<file path="src/rtl/alu_pkg.sv">
package alu_pkg;
    localparam int XLEN = 32;

    localparam logic [3:0] GRP_ARITH = 4'h0;
    localparam logic [3:0] GRP_LOGIC = 4'h1;
    localparam logic [3:0] GRP_CMP   = 4'h2;

    typedef enum logic [2:0] {
        CND_EQ  = 3'b000,
        CND_LTU = 3'b001,
        CND_LEU = 3'b010,
        CND_LTS = 3'b011,
        CND_LES = 3'b100
    } cmp_cond_e;
endpackage

</file>
<file path="src/rtl/alu_arith.sv">
module alu_arith #(
    parameter int W = alu_pkg::XLEN
) (
    input  logic [3:0]   op,
    input  logic [W-1:0] a,
    input  logic [W-1:0] b,
    input  logic [W-1:0] pc,
    output logic [W-1:0] res,
    output logic         vld
);
    logic [W:0]   diff;
    logic         lt_u;
    logic         lt_s;

    always_comb begin
        diff = {1'b0, a} - {1'b0, b};
        lt_u = diff[W];
        lt_s = (a[W-1] != b[W-1]) ? a[W-1] : diff[W-1];
        res  = '0;
        vld  = 1'b1;
        if (op == 4'b1110) begin
            res = diff[W-1:0];
        end else begin
            case (op[2:0])
                3'b000:  res = a + b;
                3'b100:  res = W'(lt_s);
                3'b101:  res = W'(lt_u);
                3'b111:  res = pc + b;
                default: vld = 1'b0;
            endcase
        end
    end
endmodule

</file>
<file path="src/rtl/alu_bits.sv">
module alu_bits #(
    parameter int W = alu_pkg::XLEN
) (
    input  logic [W-1:0] a,
    output logic [W-1:0] pop,
    output logic [W-1:0] clo,
    output logic [W-1:0] plo
);
    localparam int CW = $clog2(W + 1);

    logic [CW-1:0] pop_cnt;
    logic [CW-1:0] clo_cnt;
    logic          run;

    always_comb begin
        pop_cnt = '0;
        for (int i = 0; i < W; i++) begin
            pop_cnt = pop_cnt + CW'(a[i]);
        end
        pop = W'(pop_cnt);
    end

    always_comb begin
        clo_cnt = '0;
        run     = 1'b1;
        for (int i = W - 1; i >= 0; i--) begin
            run = run & a[i];
            clo_cnt = clo_cnt + CW'(run);
        end
        clo = W'(clo_cnt);
    end

    always_comb begin
        plo = '1;
        for (int i = 0; i < W; i++) begin
            if (a[i]) begin
                plo = W'(i);
            end
        end
    end
endmodule

</file>
<file path="src/rtl/alu_logic.sv">
module alu_logic #(
    parameter int W = alu_pkg::XLEN
) (
    input  logic [3:0]   op,
    input  logic [W-1:0] a,
    input  logic [W-1:0] b,
    output logic [W-1:0] res,
    output logic         vld
);
    logic [W-1:0] pop_w;
    logic [W-1:0] clo_w;
    logic [W-1:0] plo_w;

    alu_bits #(.W(W)) u_bits (
        .a   (a),
        .pop (pop_w),
        .clo (clo_w),
        .plo (plo_w)
    );

    always_comb begin
        res = '0;
        vld = 1'b1;
        if (op[2] == 1'b0) begin
            case (op[1:0])
                2'b00:   res = a & b;
                2'b01:   res = a | b;
                2'b10:   res = a ^ b;
                default: res = ~(a & b);
            endcase
        end else begin
            case (op)
                4'b1100: res = pop_w;
                4'b1101: res = clo_w;
                4'b1110: res = plo_w;
                default: vld = 1'b0;
            endcase
        end
    end
endmodule

</file>
<file path="src/rtl/alu_cmp.sv">
module alu_cmp #(
    parameter int W = alu_pkg::XLEN
) (
    input  logic [3:0]   op,
    input  logic [W-1:0] a,
    input  logic [W-1:0] b,
    output logic         t,
    output logic         we
);
    import alu_pkg::*;

    logic eq;
    logic ltu;
    logic lts;

    always_comb begin
        eq  = (a == b);
        ltu = (a < b);
        lts = ($signed(a) < $signed(b));
        t   = 1'b0;
        we  = 1'b1;
        case (cmp_cond_e'(op[2:0]))
            CND_EQ:  t = eq;
            CND_LTU: t = ltu;
            CND_LEU: t = ltu | eq;
            CND_LTS: t = lts;
            CND_LES: t = lts | eq;
            default: we = 1'b0;
        endcase
    end
endmodule

</file>
<file path="src/rtl/alu_core.sv">
module alu_core #(
    parameter int W = alu_pkg::XLEN
) (
    input  logic         clk,
    input  logic         rst_n,
    input  logic [3:0]   grp_i,
    input  logic [3:0]   op_i,
    input  logic [W-1:0] opa_i,
    input  logic [W-1:0] opb_i,
    input  logic [W-1:0] pc_i,
    output logic [W-1:0] res_o,
    output logic         res_vld_o,
    output logic         tflag_o,
    output logic         tflag_we_o
);
    import alu_pkg::*;

    typedef struct packed {
        logic [W-1:0] res;
        logic         vld;
        logic         tflag;
        logic         twe;
    } stage_t;

    stage_t       out_d;
    stage_t       out_q;

    logic [W-1:0] ar_res;
    logic         ar_vld;
    logic [W-1:0] lg_res;
    logic         lg_vld;
    logic         cm_t;
    logic         cm_we;

    alu_arith #(.W(W)) u_arith (
        .op  (op_i),
        .a   (opa_i),
        .b   (opb_i),
        .pc  (pc_i),
        .res (ar_res),
        .vld (ar_vld)
    );

    alu_logic #(.W(W)) u_logic (
        .op  (op_i),
        .a   (opa_i),
        .b   (opb_i),
        .res (lg_res),
        .vld (lg_vld)
    );

    alu_cmp #(.W(W)) u_cmp (
        .op (op_i),
        .a  (opa_i),
        .b  (opb_i),
        .t  (cm_t),
        .we (cm_we)
    );

    always_comb begin
        out_d = '0;
        case (grp_i)
            GRP_ARITH: begin
                out_d.vld = ar_vld;
                out_d.res = ar_vld ? ar_res : '0;
            end
            GRP_LOGIC: begin
                out_d.vld = lg_vld;
                out_d.res = lg_vld ? lg_res : '0;
            end
            GRP_CMP: begin
                out_d.twe   = cm_we;
                out_d.tflag = cm_we & cm_t;
            end
            default: out_d = '0;
        endcase
    end

    always_ff @(posedge clk) begin
        if (!rst_n) begin
            out_q <= '0;
        end else begin
            out_q <= out_d;
        end
    end

    assign res_o      = out_q.res;
    assign res_vld_o  = out_q.vld;
    assign tflag_o    = out_q.tflag;
    assign tflag_we_o = out_q.twe;

    AST_CMP_NO_RESULT: assert property (@(posedge clk) disable iff (!rst_n)
        tflag_we_o |-> (!res_vld_o && res_o == '0));
    AST_IDLE_ZERO: assert property (@(posedge clk) disable iff (!rst_n)
        !res_vld_o |-> res_o == '0);
    AST_FLAG_QUIET: assert property (@(posedge clk) disable iff (!rst_n)
        !tflag_we_o |-> !tflag_o);
    AST_SLT_BINARY: assert property (@(posedge clk) disable iff (!rst_n)
        ($past(grp_i == GRP_ARITH && op_i[2:1] == 2'b10) && res_vld_o)
        |-> res_o[W-1:1] == '0);
    AST_POP_RANGE: assert property (@(posedge clk) disable iff (!rst_n)
        ($past(grp_i == GRP_LOGIC && op_i == 4'b1100) && res_vld_o)
        |-> res_o <= W);
    AST_PLO_EMPTY: assert property (@(posedge clk) disable iff (!rst_n)
        ($past(grp_i == GRP_LOGIC && op_i == 4'b1110 && opa_i == '0) && res_vld_o)
        |-> res_o == '1);
endmodule

</file>
<file path="config.mk">
export PLATFORM = sky130hd
export DESIGN_NAME = alu_core
export DESIGN_NICKNAME = d
export VERILOG_FILES = /design/src/rtl/alu_pkg.sv /design/src/rtl/alu_arith.sv /design/src/rtl/alu_bits.sv /design/src/rtl/alu_logic.sv /design/src/rtl/alu_cmp.sv /design/src/rtl/alu_core.sv
export SDC_FILE = /design/constraint.sdc
export NUM_CORES = 1
export LEC_CHECK = 0
export CAP_MARGIN = 20
export CORE_UTILIZATION = 57
export CTS_CLUSTER_DIAMETER = 50
export DETAILED_ROUTE_END_ITERATION = 10
export HOLD_SLACK_MARGIN = 0.08
export PLACE_DENSITY = 0.81
export SLEW_MARGIN = 20
export SYNTH_ARGS = -nofsm -noshare
export SYNTH_HDL_FRONTEND = slang
export SYNTH_SLANG_ARGS = --single-unit
export TNS_END_PERCENT = 5
</file>
<file path="constraint.sdc">
create_clock -name clk -period 9.8 [get_ports clk]
set_clock_uncertainty 0.2 [all_clocks]
set_input_delay 0.98 -clock clk [delete_from_list [all_inputs] [get_ports clk]]
set_output_delay 0.98 -clock clk [all_outputs]
set_load 0.005 [all_outputs]
</file>
# Word-level counts from Yosys, hierarchy flattened

Index checks and enable logic that the tools add are counted.

Bits in registers: 35
Bits in latches: 0
Bits in writable memories: 0
Bits in read-only memories: 0
Logic and storage cells: 178
Memories kept: 0

Add/sub/neg operators: 65
Multipliers: 0
Div/mod/pow operators: 0
Order comparisons: 2
Equal/unequal tests: 15
Shifts and indexed selects: 0
Mux-type cells: 47
Bitwise gates (word level): 38
Reduce and logical (&&, ||, !) cells: 7

Operator list:

| operator           | number |
|---|---|
| $mux 32            | 36 |
| $add 6x1->6        | 52 |
| $pmux 32 s3        | 2 |
| $pmux 32 s4        | 1 |
| $pmux 33 s2        | 1 |
| $add 32x32->32     | 2 |
| $lt 32x32->1       | 2 |
| $sub 32x32->33     | 1 |
| $and 1x1->1        | 32 |
| $and 32x32->32     | 1 |
| $eq 32x32->1       | 1 |
| $not 32->32        | 1 |
| $or 32x32->32      | 1 |
| $xor 32x32->32     | 1 |
| $add 5x1->6        | 2 |
| $eq 4x4->1 const B | 3 |
| $add 4x1->5        | 2 |
| $eq 3x3->1 const B | 3 |
| $add 3x1->4        | 2 |
| $add 2x1->3        | 2 |
| $eq 3x2->1 const B | 2 |
| $mux 1             | 6 |
| $pmux 1 s5         | 1 |
| $reduce_or 5->1    | 1 |
| other kinds (14)   | 16 |

# Longest topological paths before layout

Gate-level depths: netlist of run 1.

Depth after elaboration: 36
Gate-level depth with buffers: 27
Mapped depth without buffers: 27

# Modules after synthesis

A second synthesis of run 1 with hierarchy kept.

Cells, all modules: 1570
Area total of the unflattened synthesis: 11917.7 µm²

By module, submodules not included:

| module    | times used | cells each | area each (µm²) | sequential area each (µm²) |
|---|---|---|---|---|
| alu_arith | 1          | 578        | 4095.2          | 0.0 |
| alu_logic | 1          | 463        | 3042.9          | 0.0 |
| alu_bits  | 1          | 323        | 2725.1          | 0.0 |
| alu_core  | 1          | 83         | 1162.4          | 700.7 |
| alu_cmp   | 1          | 123        | 892.1           | 0.0 |

# Least setup slack after synthesis of run 1

OpenSTA, ideal clock, no wires.

Path kind: input to register
Start: in opa_i[28]
End: reg out_q (netlist bit res_o[4])
Arrival: 7179 ps
Slack: 2294 ps
Stages on the path: 25
Path buffers: 0
Cells stage by stage: and4_1 -> and4_4 -> and4_4 -> nand4_4 -> nor4_4 -> and4_4 -> and3_4 -> nand4_2 -> nor2_1 -> fa_1 -> fa_1 -> fa_1 -> fa_1 -> fa_1 -> fa_1 -> ha_1 -> inv_1 -> fa_1 -> inv_1 -> a21o_1 -> a21oi_1 -> xnor2_1 -> a221oi_1 -> o22a_1 -> nor2_1

Cells in the longest elaborated chain, start to end: 34

RTL lines:

| element                                                  | line                           | RTL |
|---|---|---|
| from (decl)                                              | alu_core.sv:8                  | `input logic [W-1:0] opa_i,` |
| $and 1x1->1                                              | alu_bits.sv:27                 | `run = run & a[i];` |
| $add 3x1->4 or $and 1x1->1 (tied branches)               | alu_bits.sv:28, alu_bits.sv:27 |  |
| $add 4x1->5 or $and 1x1->1 (tied branches)               | alu_bits.sv:28, alu_bits.sv:27 |  |
| $add 5x1->6 or $and 1x1->1 (tied branches)               | alu_bits.sv:28, alu_bits.sv:27 |  |
| $add 6x1->6 or $and 1x1->1 (tied branches) (25 in a row) | alu_bits.sv:28, alu_bits.sv:27 |  |
| $add 6x1->6                                              | alu_bits.sv:28                 | `clo_cnt = clo_cnt + CW'(run);` |
| $pmux 32 s3 *                                            | alu_logic.sv:32                | `case (op)` |
| $mux 32 *                                                | alu_logic.sv:24                | `if (op[2] == 1'b0) begin` |
| $mux 32 *                                                | alu_core.sv:69                 | `out_d.res = lg_vld ? lg_res : '0;` |
| $pmux 33 s2 *                                            | alu_core.sv:62                 | `case (grp_i)` |
| to (signal assigned)                                     | alu_core.sv:83                 | `out_q <= out_d;` |
| to (decl)                                                | alu_core.sv:26                 | `stage_t out_q;` |

Every way passes the cells marked *; elsewhere a longest branch is shown, timed or not.
A chain may end at the register's enable or synchronous reset.

# Worst setup path in the final report of run 1

Start: in opa_i[29]
End: reg out_q (netlist bit res_o[4])

Cells in the longest elaborated chain, start to end: 35

RTL lines:

| element                                                  | line |
|---|---|
| $and 1x1->1                                              | alu_bits.sv:27 |
| $add 2x1->3 or $and 1x1->1 (tied branches)               | alu_bits.sv:28, alu_bits.sv:27 |
| $add 3x1->4 or $and 1x1->1 (tied branches)               | alu_bits.sv:28, alu_bits.sv:27 |
| $add 4x1->5 or $and 1x1->1 (tied branches)               | alu_bits.sv:28, alu_bits.sv:27 |
| $add 5x1->6 or $and 1x1->1 (tied branches)               | alu_bits.sv:28, alu_bits.sv:27 |
| $add 6x1->6 or $and 1x1->1 (tied branches) (25 in a row) | alu_bits.sv:28, alu_bits.sv:27 |
| $add 6x1->6                                              | alu_bits.sv:28 |
| $pmux 32 s3 *                                            | alu_logic.sv:32 |
| $mux 32 *                                                | alu_logic.sv:24 |
| $mux 32 *                                                | alu_core.sv:69 |
| $pmux 33 s2 *                                            | alu_core.sv:62 |

Marked as above.

==> results of run 1 <==
-- final timing paths --
kind   endpoint  slack, ns  cells past startpoint
max    res_o[4]       1.34                     26
min   res_vld_o       1.17                      3
-- synthesized netlist by cell type (21+ instances only) --
master	n
ha_1	143
inv_1	135
nand2_1	96
a21oi_1	90
nor2_1	90
o21ai_0	65
fa_1	51
xnor2_1	38
dfxtp_1	35
clkbuf_1	33
o22ai_1	32
mux2_2	31
nand3_1	21
-- power groups by stage --
stage / Sequential (mW) / Combinational, mW / Clock (mW)
4_1_cts: 0.143 / 0.786 / 0.174
3_5_place_dp: 0.146 / 0.779 / 0
3_3_place_gp: 0.146 / 0.756 / 0
5_1_grt: 0.143 / 0.882 / 0.178
6_report: 0.143 / 0.801 / 0.175
2_1_floorplan: 0.146 / 0.557 / 0
-- area by class of cell --
cell class	instances	area (um^2)
Multi-Input combinational cell	973	7791
Fill cell	1345	4514
Timing Repair Buffer	154	1506
Sequential cell	35	700.7
Inverter	135	506.7
Tap cell	211	264.0
Clock buffer	6	138.9
Clock inverter	1	5.005
-- through the flow --
| stage | hold slack [ns] | instance area [um^2] | utilization (%) |
|---|---|---|---|
| floorplan | 0.8822 | 9139 | - |
| global placement | 1.479 | 10770 | 69.81 |
| detailed placement | 1.456 | 10770 | 69.81 |
| CTS | 1.155 | 10910 | 70.74 |
| global route | 1.214 | 10910 | 70.74 |
| finish | 1.167 | 10910 | 70.74 |
-- metal layers --
layer  track usage (%)  wire length, um
met1             53.21            13460
met2             66.33            15140
met3             7.069             3054
met4             19.65             1606
met5                 0                0
-- worst max-delay path, stage by stage --
cell             delay (ns)
clkdlybuf4s50_1        0.71
and4_1                 0.36
and4_4                 0.27
and4_4                 0.28
nand4_4                0.14
nor4_4                 0.31
and4_4                 0.33
and3_4                 0.22
nand4_2                0.12
nor2_1                 0.19
fa_1                   0.46
fa_1                   0.55
fa_1                   0.45
fa_1                   0.56
fa_1                   0.45
fa_1                   0.52
ha_1                   0.17
inv_1                  0.06
fa_1                   0.40
inv_1                  0.07
a21o_1                 0.11
a21oi_1                0.07
xnor2_1                0.13
a221oi_1               0.28
o22a_1                 0.18
nor2_1                 0.04
-- flip-flops by register name, summed over array words and instances (netlist names) --
register / count
res_o: 32
tflag_o: 1
tflag_we_o: 1
res_vld_o: 1
-- kinds of logic after synthesis --
group | count (synthesis)
adder cells (fa/ha/maj) | 194
buffers and inverters | 174
flip-flops | 35
multiplexers | 34
XOR/XNOR | 55
AO/OA/AOI/OAI | 363
AND/OR/NAND/NOR | 327
==> flow_metrics.env, run 1 <==
export IMPL_slew_viol_final=0
export IMPL_netlist_area_leader_share_pct=19.58
export IMPL_power_net_switching_uw=524.2
export IMPL_ir_worst_vdd_mv=0.1788
export IMPL_layout_common_cells="ha_1 (143), clkdlybuf4s50_1 (140), inv_1 (135)"
export IMPL_grt_pass1_wl_um=51430
export IMPL_cts_sinks=35
export IMPL_hpwl_um=25940
export IMPL_globalplace_congestion=1.012
export IMPL_critPathRequiredTime_ns=9.75
export IMPL_max_cap_violations=0
export IMPL_switching_share_pct=46.87
export IMPL_port_buffers=140
export IMPL_pwr_share_comb_pct=71.6
export IMPL_cts_repair_resized=0
export IMPL_syn_area_um2=9139
export IMPL_critPathCaptureType="flip-flop"
export IMPL_ctsHoldBuffers=0
export IMPL_grt_max_degree=54
export IMPL_start_util_pct=59.24
export IMPL_pwr_share_clk_pct=15.7
export IMPL_first_pass_iters=5
export IMPL_dpl_cell_count=1508
export IMPL_yosys_area_share_simple_pct=18.18
export IMPL_start_kind="input pin"
export IMPL_synth_compound_area_share_pct=26.70
export IMPL_syn_to_final_growth_pct=19.41
export IMPL_globalRouteOverflowTotal=0
export IMPL_path_class="input pin to flip-flop"
export IMPL_hold_viol_final=0
export IMPL_tritoncts="done"
export IMPL_clkTransAtPathRegs_ns=0.06
export IMPL_gr_usage_all_layers_pct=41.04
export IMPL_fmax_ghz=0.1181
export IMPL_final_common_cell="ha_1"
export IMPL_async_flop_share_pct=0
export IMPL_yosys_register_bits=35
export IMPL_syn_instance_count=1182
export IMPL_htreeDepth=2
export IMPL_yosys_warnings=0
export IMPL_clock_path_buffers=2
export IMPL_die_w_um=128.6
export IMPL_synth_area_leaders="ha_1 (20%), fa_1 (11%), dfxtp_1 (7.7%)"
export IMPL_synth_edf_count=0
export IMPL_synth_top_area_cell="ha_1"
export IMPL_io_pins=141
export IMPL_synth_nets=1482
export IMPL_antenna_left=0
export IMPL_hp_class="input pin to flip-flop"
export IMPL_cts_setup_buffers=0
export IMPL_die_y_um=128.6
export IMPL_root_buffer="clkbuf_16"
export IMPL_p_leak_nw=4.754
export IMPL_seqPwrFrac_pct=12.8
export IMPL_intPower_uw=594.3
export IMPL_syn_area_per_cell_um2=7.732
export IMPL_fin_cells=1515
export IMPL_worst_slew_pin_slew_ns=1.249
export IMPL_drtIter0Drc=956
export IMPL_rsz0062_at_grt="no"
export IMPL_min_period_ns=8.465
export IMPL_core_area_um2=15430
export IMPL_synth_top_family_by_area="adder cells"
export IMPL_synth_xor_area_share_pct=5.271
export IMPL_finalWirelength_um=33250
export IMPL_worstPathArrival_ns=8.42
export IMPL_setup_viol=0
export IMPL_synth_seq_area_share_pct=7.667
export IMPL_drive_gt1_share_pct=6.748
export IMPL_cts_buffers=5
export IMPL_outcome="finished clean"
export IMPL_core_rowCount=45
export IMPL_power_density_nw_per_um2=102.5
export IMPL_via_count=9780
export IMPL_setup_slack_ns=1.335
export IMPL_yosysUniqueCellTypes=82
export IMPL_num_antenna_cells=0
export IMPL_synth_ff_type="dfxtp_1"
export IMPL_antenna_found_initial=0
export IMPL_pre_cts_ws_ns=1.080
export IMPL_worstSetupStartpoint="opa_i[29]"
export IMPL_synth_fa_ha_area_share_pct=30.75
export IMPL_cp_max_fo=9
export IMPL_grt_pass1_vias=9321
export IMPL_synth_mux_area_share_pct=4.148
export IMPL_fin_nets=1604
export IMPL_drc=0
export IMPL_max_slew_margin_rel_pct=16.49
export IMPL_holdCritStartpoint="grp_i[0]"
export IMPL_period_share_pct=86.37
export IMPL_avgViaCountPerCell=6.455
export IMPL_die_area_um2=16540
export IMPL_wl_per_cell_um=21.95
export IMPL_tns_ns=0
export IMPL_power_mw=1.118
Power figures use the tool's default switching activity.
==> run 2, diff against run 1 <==
--- a/config.mk
+++ b/config.mk
@@ -6,13 +6,15 @@
 export NUM_CORES = 1
 export LEC_CHECK = 0
 export CAP_MARGIN = 20
-export CORE_UTILIZATION = 57
+export CORE_UTILIZATION = 63
 export CTS_CLUSTER_DIAMETER = 50
 export DETAILED_ROUTE_END_ITERATION = 10
+export GPL_TIMING_DRIVEN = 0
 export HOLD_SLACK_MARGIN = 0.08
-export PLACE_DENSITY = 0.81
+export PLACE_DENSITY = 0.85
 export SLEW_MARGIN = 20
 export SYNTH_ARGS = -nofsm -noshare
 export SYNTH_HDL_FRONTEND = slang
+export SYNTH_HIERARCHICAL = 1
 export SYNTH_SLANG_ARGS = --single-unit
 export TNS_END_PERCENT = 5
==> constraint.sdc (replaced) <==
create_clock -name clk -period 10.4 [get_ports clk]
set_clock_uncertainty 0.2 [all_clocks]
set_input_delay 1.04 -clock clk [delete_from_list [all_inputs] [get_ports clk]]
set_output_delay 1.04 -clock clk [all_outputs]
set_load 0.005 [all_outputs]
==> run 2 against run 1 <==
Net effect: via count is 31% higher; design area is 28% higher; routed wire length is 29% higher; largest cell class unchanged; global-route usage is 3.1 points higher.
==> flow_metrics.env, run 2 <==
export IMPL_synth_edf_count=0
export IMPL_period_share_pct=81.50
export IMPL_io_pins=141
export IMPL_power_mw=1.301
export IMPL_fmax_ghz=0.1180
export IMPL_die_w_um=139.5
export IMPL_synth_ff_type="dfxtp_1"
export IMPL_critical_path_slowest_cell="clkdlybuf4s50_1"
export IMPL_slowest_delay_ns=1.14
export IMPL_hold_viol_final=0
export IMPL_root_buffer="clkbuf_16"
export IMPL_drive_gt1_share_pct=12.25
export IMPL_htreeDepth=2
export IMPL_finalWirelength_um=42950
export IMPL_hpwl_um=33620
export IMPL_ctsHoldBuffers=0
export IMPL_worstPathArrival_ns=8.47
export IMPL_ir_worst_vdd_mv=0.1366
export IMPL_avgViaCountPerCell=6.390
export IMPL_cts_sinks=35
export IMPL_synth_top_area_cell="ha_1"
export IMPL_syn_to_final_growth_pct=17.58
export IMPL_outcome="finished clean"
export IMPL_max_cap_violations=0
export IMPL_num_antenna_cells=0
export IMPL_globalRouteOverflowTotal=0
export IMPL_cp_max_fo=12
export IMPL_clkTransAtPathRegs_ns=0.06
export IMPL_fin_nets=2109
export IMPL_yosysUniqueCellTypes=90
export IMPL_gr_usage_all_layers_pct=44.10
export IMPL_hold_end="tflag_we_o"
export IMPL_die_y_um=139.5
export IMPL_async_flop_share_pct=0
export IMPL_hp_class="input pin to flip-flop"
export IMPL_regMostFlops="res_o"
export IMPL_core_area_um2=18270
export IMPL_netlist_top_cells_count="inv_1 (213), ha_1 (182), a21oi_1 (122)"
export IMPL_grt_max_degree=15
export IMPL_path_class="input pin to flip-flop"
export IMPL_globalplace_congestion=1.002
export IMPL_cts_buffers=5
export IMPL_syn_area_um2=11920
export IMPL_start_util_pct=65.23
export IMPL_power_density_nw_per_um2=92.84
export IMPL_clock_path_buffers=2
export IMPL_first_pass_iters=8
export IMPL_path_buf_inv=5
export IMPL_netlist_area_leader_share_pct=19.11
export IMPL_p_leak_nw=6.855
export IMPL_via_count=12780
export IMPL_rsz0062_at_grt="no"
export IMPL_wl_per_cell_um=21.48
export IMPL_max_slew_margin_rel_pct=31.74
export IMPL_port_buffers=140
export IMPL_cpMostUsedCell="fa_1"
export IMPL_start_kind="input pin"
export IMPL_critPathRequiredTime_ns=10.39
export IMPL_antenna_found_initial=0
export IMPL_min_period_ns=8.476
export IMPL_drc=0
export IMPL_holdCritStartpoint="grp_i[1]"
export IMPL_cts_setup_buffers=0
export IMPL_slew_viol_final=0
export IMPL_grt_pass1_wl_um=66340
export IMPL_grt_pass1_vias=11954
export IMPL_worst_slew_pin_slew_ns=1.021
export IMPL_setup_viol=0
export IMPL_antenna_left=0
export IMPL_core_rowCount=49
export IMPL_synth_seq_area_share_pct=5.879
export IMPL_crit_family="adder cells"
export IMPL_yosys_register_bits=35
export IMPL_syn_instance_count=1570
export IMPL_layout_common_cells="inv_1 (213), ha_1 (182), clkdlybuf4s50_1 (140)"
export IMPL_syn_area_per_cell_um2=7.591
export IMPL_tns_ns=0
export IMPL_tritoncts="done"
export IMPL_largest_register_ffs=32
export IMPL_die_area_um2=19470
export IMPL_hold_path_depth=2
export IMPL_critPathCaptureType="flip-flop"
export IMPL_drtIter0Drc=1435
export IMPL_cts_repair_resized=0
export IMPL_final_common_cell="inv_1"
export IMPL_synth_area_leaders="ha_1 (19%), fa_1 (8.6%), inv_1 (6.7%)"
export IMPL_yosys_warnings=6
export IMPL_yosysMostFrequentCell="inv_1"
run 2: changes by cell type in the layout (fill, tap and decap cells not counted), moves of 23 or more:
cell / before / now
inv_1: 135 / 213
buf_4: 14 / 84
conb_1: 0 / 52
ha_1: 143 / 182
a21oi_1: 90 / 122
clkbuf_1: 0 / 27
buf_2: 0 / 23
o21ai_0: 65 / 42
run 2: logic make-up (layout without fill, tap and decap cells):
group / after synthesis / in the layout / share of synthesized area (%)
other: 1 / 52 / 0.03147
flip-flops: 35 / 35 / 5.879
XOR/XNOR: 65 / 65 / 4.777
multiplexers: 45 / 45 / 4.105
AND/OR/NAND/NOR: 384 / 384 / 16.45
buffers and inverters: 355 / 505 / 14.54
AO/OA/AOI/OAI: 452 / 452 / 26.54
adder cells (fa/ha/maj): 233 / 233 / 27.67
run 2: per-layer routing:
layer	up-vias	part of all wire [%]	GRT usage, %
li1	5808	-	-
met1	5944	41	58.74
met2	867	43	68.76
met3	161	11	9.773
met4	0	4.2	18.22
met5	-	0	0
run 2: area by class of cell:
class                           instances  area, um^2
Multi-Input combinational cell       1231        9681
Clock inverter                          3       67.56
Timing Repair Buffer                  142        1420
Inverter                              213       799.5
Tap cell                              229       286.5
Buffer                                142       933.4
Sequential cell                        35       700.7
Fill cell                            1421        4257
Clock buffer                            5       125.1
run 2: worst max-delay path by stage:
| stage | slack, ns | end | from | depth (start not counted) |
|---|---|---|---|---|
| 2_1_floorplan | 3.57 | res_o[4] | opa_i[30] | 22 |
| 3_3_place_gp | 1.80 | res_o[4] | opa_i[22] | 23 |
| 3_5_place_dp | 1.73 | res_o[4] | opa_i[22] | 23 |
| 4_1_cts | 2.04 | res_o[4] | opa_i[22] | 23 |
| 5_1_grt | 1.50 | res_o[5] | opa_i[21] | 26 |
| 6_report | 1.92 | res_o[5] | opa_i[22] | 26 |
run 2: per-stage QoR:
step | utilization [%] | cells | hold WS [ns] | area [um^2] | worst slack, ns
2_1_floorplan | - | 1621 | 0.9231 | 12110 | 3.565
3_3_place_gp | 75.52 | 1990 | 1.522 | 13800 | 1.805
3_5_place_dp | 75.65 | 1992 | 1.521 | 13820 | 1.731
4_1_cts | 76.70 | 2000 | 1.204 | 14010 | 2.035
5_1_grt | 76.70 | 2000 | 1.239 | 14010 | 1.504
6_report | 76.70 | 2000 | 1.209 | 14010 | 1.924
run 2: where the power goes:
part	total (mW)	internal (mW)	switching, mW
clock	0.214	0.138	0.0763
sequential	0.136	0.135	0.000399
combinational	0.951	0.412	0.539
==> run 3, diff against run 2 <==
--- a/config.mk
+++ b/config.mk
@@ -6,12 +6,12 @@
 export NUM_CORES = 1
 export LEC_CHECK = 0
 export CAP_MARGIN = 20
-export CORE_UTILIZATION = 63
+export CORE_UTILIZATION = 54
 export CTS_CLUSTER_DIAMETER = 50
 export DETAILED_ROUTE_END_ITERATION = 10
 export GPL_TIMING_DRIVEN = 0
 export HOLD_SLACK_MARGIN = 0.08
-export PLACE_DENSITY = 0.85
+export PLACE_DENSITY = 0.78
 export SLEW_MARGIN = 20
 export SYNTH_ARGS = -nofsm -noshare
 export SYNTH_HDL_FRONTEND = slang
==> constraint.sdc (replaced) <==
create_clock -name clk -period 7.1 [get_ports clk]
set_clock_uncertainty 0.2 [all_clocks]
set_input_delay 0.71 -clock clk [delete_from_list [all_inputs] [get_ports clk]]
set_output_delay 0.71 -clock clk [all_outputs]
set_load 0.005 [all_outputs]
==> run 3 against run 2 <==
Net effect: the flow now finishes with violations (design-rule violations); utilization is 11 points lower; total power increased by 40%; die area up 16%; cell count is 2.4% higher; critical path type unchanged; largest cell class unchanged.
==> flow_metrics.env, run 3 (same netlist as run 2, synthesis figures left out) <==
export IMPL_hp_class="input pin to flip-flop"
export IMPL_first_pass_iters=11
export IMPL_path_class="input pin to flip-flop"
export IMPL_max_slew_margin_rel_pct=37.04
export IMPL_fin_util_pct=66.06
export IMPL_hold_path_depth=2
export IMPL_max_cap_violations=0
export IMPL_die_area_um2=22670
export IMPL_die_w_um=150.6
export IMPL_dr_wl_met2_um=19140
export IMPL_io_pins=141
export IMPL_ir_worst_vdd_mv=0.1518
export IMPL_cp_max_fo=10
export IMPL_wl_met1_um=18020
export IMPL_crit_chain="buf_4 > inv_1 > nor4_2 > and4_4 > nand4_4 > nor3_4 > fa_1 > inv_1 > fa_1 > inv_1 > fa_1 > fa_1 > fa_1 > fa_1 > ha_1 > fa_1 > a21o_1 > a21oi_2 > xnor2_1 > a22oi_1 > nor2_1 > a211o_1 > a22o_1"
export IMPL_cts_sinks=35
export IMPL_power_density_nw_per_um2=129.1
export IMPL_tns_ns=0
export IMPL_start_kind="input pin"
export IMPL_htreeDepth=2
export IMPL_wl_per_cell_um=21.38
export IMPL_clkTransAtPathRegs_ns=0.07
export IMPL_clock_path_buffers=2
export IMPL_critPathRequiredTime_ns=7.09
export IMPL_finalWirelength_um=43780
export IMPL_die_y_um=150.6
export IMPL_antenna_left=0
export IMPL_drive_gt1_share_pct=14.33
export IMPL_antenna_found_initial=0
export IMPL_globalRouteOverflowTotal=0
export IMPL_cts_buffers=5
export IMPL_grt_pass1_wl_um=65930
export IMPL_slowest_delay_ns=0.55
export IMPL_largest_register_ffs=32
export IMPL_hold_end="res_vld_o"
export IMPL_top_layer_used="met4"
export IMPL_tritoncts="done"
export IMPL_globalplace_congestion=1.001
export IMPL_gr_usage_all_layers_pct=38.67
export IMPL_rsz0062_at_grt="no"
export IMPL_layout_common_cells="inv_1 (213), ha_1 (182), a21oi_1 (120)"
export IMPL_start_util_pct=55.81
export IMPL_period_share_pct=96.86
export IMPL_via_count=12642
export IMPL_holdCritStartpoint="grp_i[2]"
export IMPL_grt_max_degree=15
export IMPL_min_period_ns=6.877
export IMPL_root_buffer="clkbuf_16"
export IMPL_hold_slack_ns=0.8878
export IMPL_critPathCaptureType="flip-flop"
export IMPL_slew_viol_final=0
export IMPL_hold_viol_final=0
export IMPL_fmax_ghz=0.1454
export IMPL_setup_viol=0
export IMPL_drc=1
export IMPL_port_buffers=140
export IMPL_hpwl_um=34000
export IMPL_final_area_um2=14100
export IMPL_violations="design-rule violations"
export IMPL_p_leak_nw=6.933
export IMPL_num_antenna_cells=0
export IMPL_cpMostUsedCell="fa_1"
export IMPL_drtIter0Drc=1542
export IMPL_fin_nets=2111
export IMPL_final_common_cell="inv_1"
export IMPL_outcome="finished, violations left"
export IMPL_avgViaCountPerCell=6.173
export IMPL_syn_to_final_growth_pct=18.35
export IMPL_core_area_um2=21350
export IMPL_wl_met3_um=4436
export IMPL_core_rowCount=53
export IMPL_critical_path_slowest_cell="fa_1"
export IMPL_place_area_um2=13880
export IMPL_worst_slew_pin_slew_ns=0.9444
export IMPL_worstPathArrival_ns=6.87
export IMPL_regMostFlops="res_o"
export IMPL_grt_pass1_vias=11932
run 3: changes by cell type in the layout (fill, tap and decap cells not counted), moves of 3 or more:
cell | previous run | this run
buf_4 | 84 | 89
buf_6 | 9 | 22
buf_8 | 0 | 3
clkbuf_4 | 0 | 5
clkdlybuf4s50_1 | 140 | 111
nand3_1 | 26 | 23
run 3: per-layer routing:
layer / up-vias / GRT usage [%]
met4: 0 / 20.15
met1: 5924 / 50.10
met5: - / 0
met2: 758 / 60.67
li1: 5820 / -
met3: 140 / 7.333
run 3: final cells by class:
cell class,count,area (um^2)
inverter,213,799.5
timing repair buffer,144,1436
fill,1904,7248
buffer,142,933.4
multi-input combinational,1231,9739
sequential,35,700.7
clock inverter,1,8.758
clock buffer,7,142.6
tap,275,344.1
run 3: critical path: cells and delay by family:
kind | cells | cell delay, ns
buffers and inverters | 4 | 0.51
xor gates and xnor gates | 1 | 0.12
AOI/OAI and AO/OA | 5 | 1.08
and+or+nand+nor | 5 | 1.05
adders and majority gates | 8 | 3.40
run 3: worst max path at each step:
| stage | endpoint | from | cells past startpoint |
|---|---|---|---|
| 4_1_cts | res_o[4] | opa_i[7] | 23 |
| 6_report | res_o[4] | opa_i[6] | 23 |
| 3_5_place_dp | res_o[4] | opa_i[22] | 23 |
| 5_1_grt | res_o[4] | opa_i[8] | 23 |
| 2_1_floorplan | res_o[4] | opa_i[30] | 22 |
| 3_3_place_gp | res_o[4] | opa_i[22] | 23 |
run 3: repair_timing:
item | 4_1_cts | 5_1_grt
setup buffers | 0 | 2
pin swaps | 0 | 5
hold buffers | 0 | 0
setup endpoints to repair | 6 | 3
gates resized for setup | 136 | 63
run 3: through the flow:
step	std cells	power, mW	setup WS, ns
after floorplan	1621	1.164	0.5950
after global placement	2036	1.501	-1.147
after detailed placement	2038	1.535	-1.215
after CTS	2046	1.786	0.06604
after global routing	2048	1.975	0.008136
final	2048	1.821	0.2227
run 3: report_power, final:
part	total (mW)	switching (mW)	internal, mW
clock network	0.251	0.110	0.141
registers	0.199	0.000566	0.198
logic	1.37	0.771	0.599
total	1.82	0.881	0.939
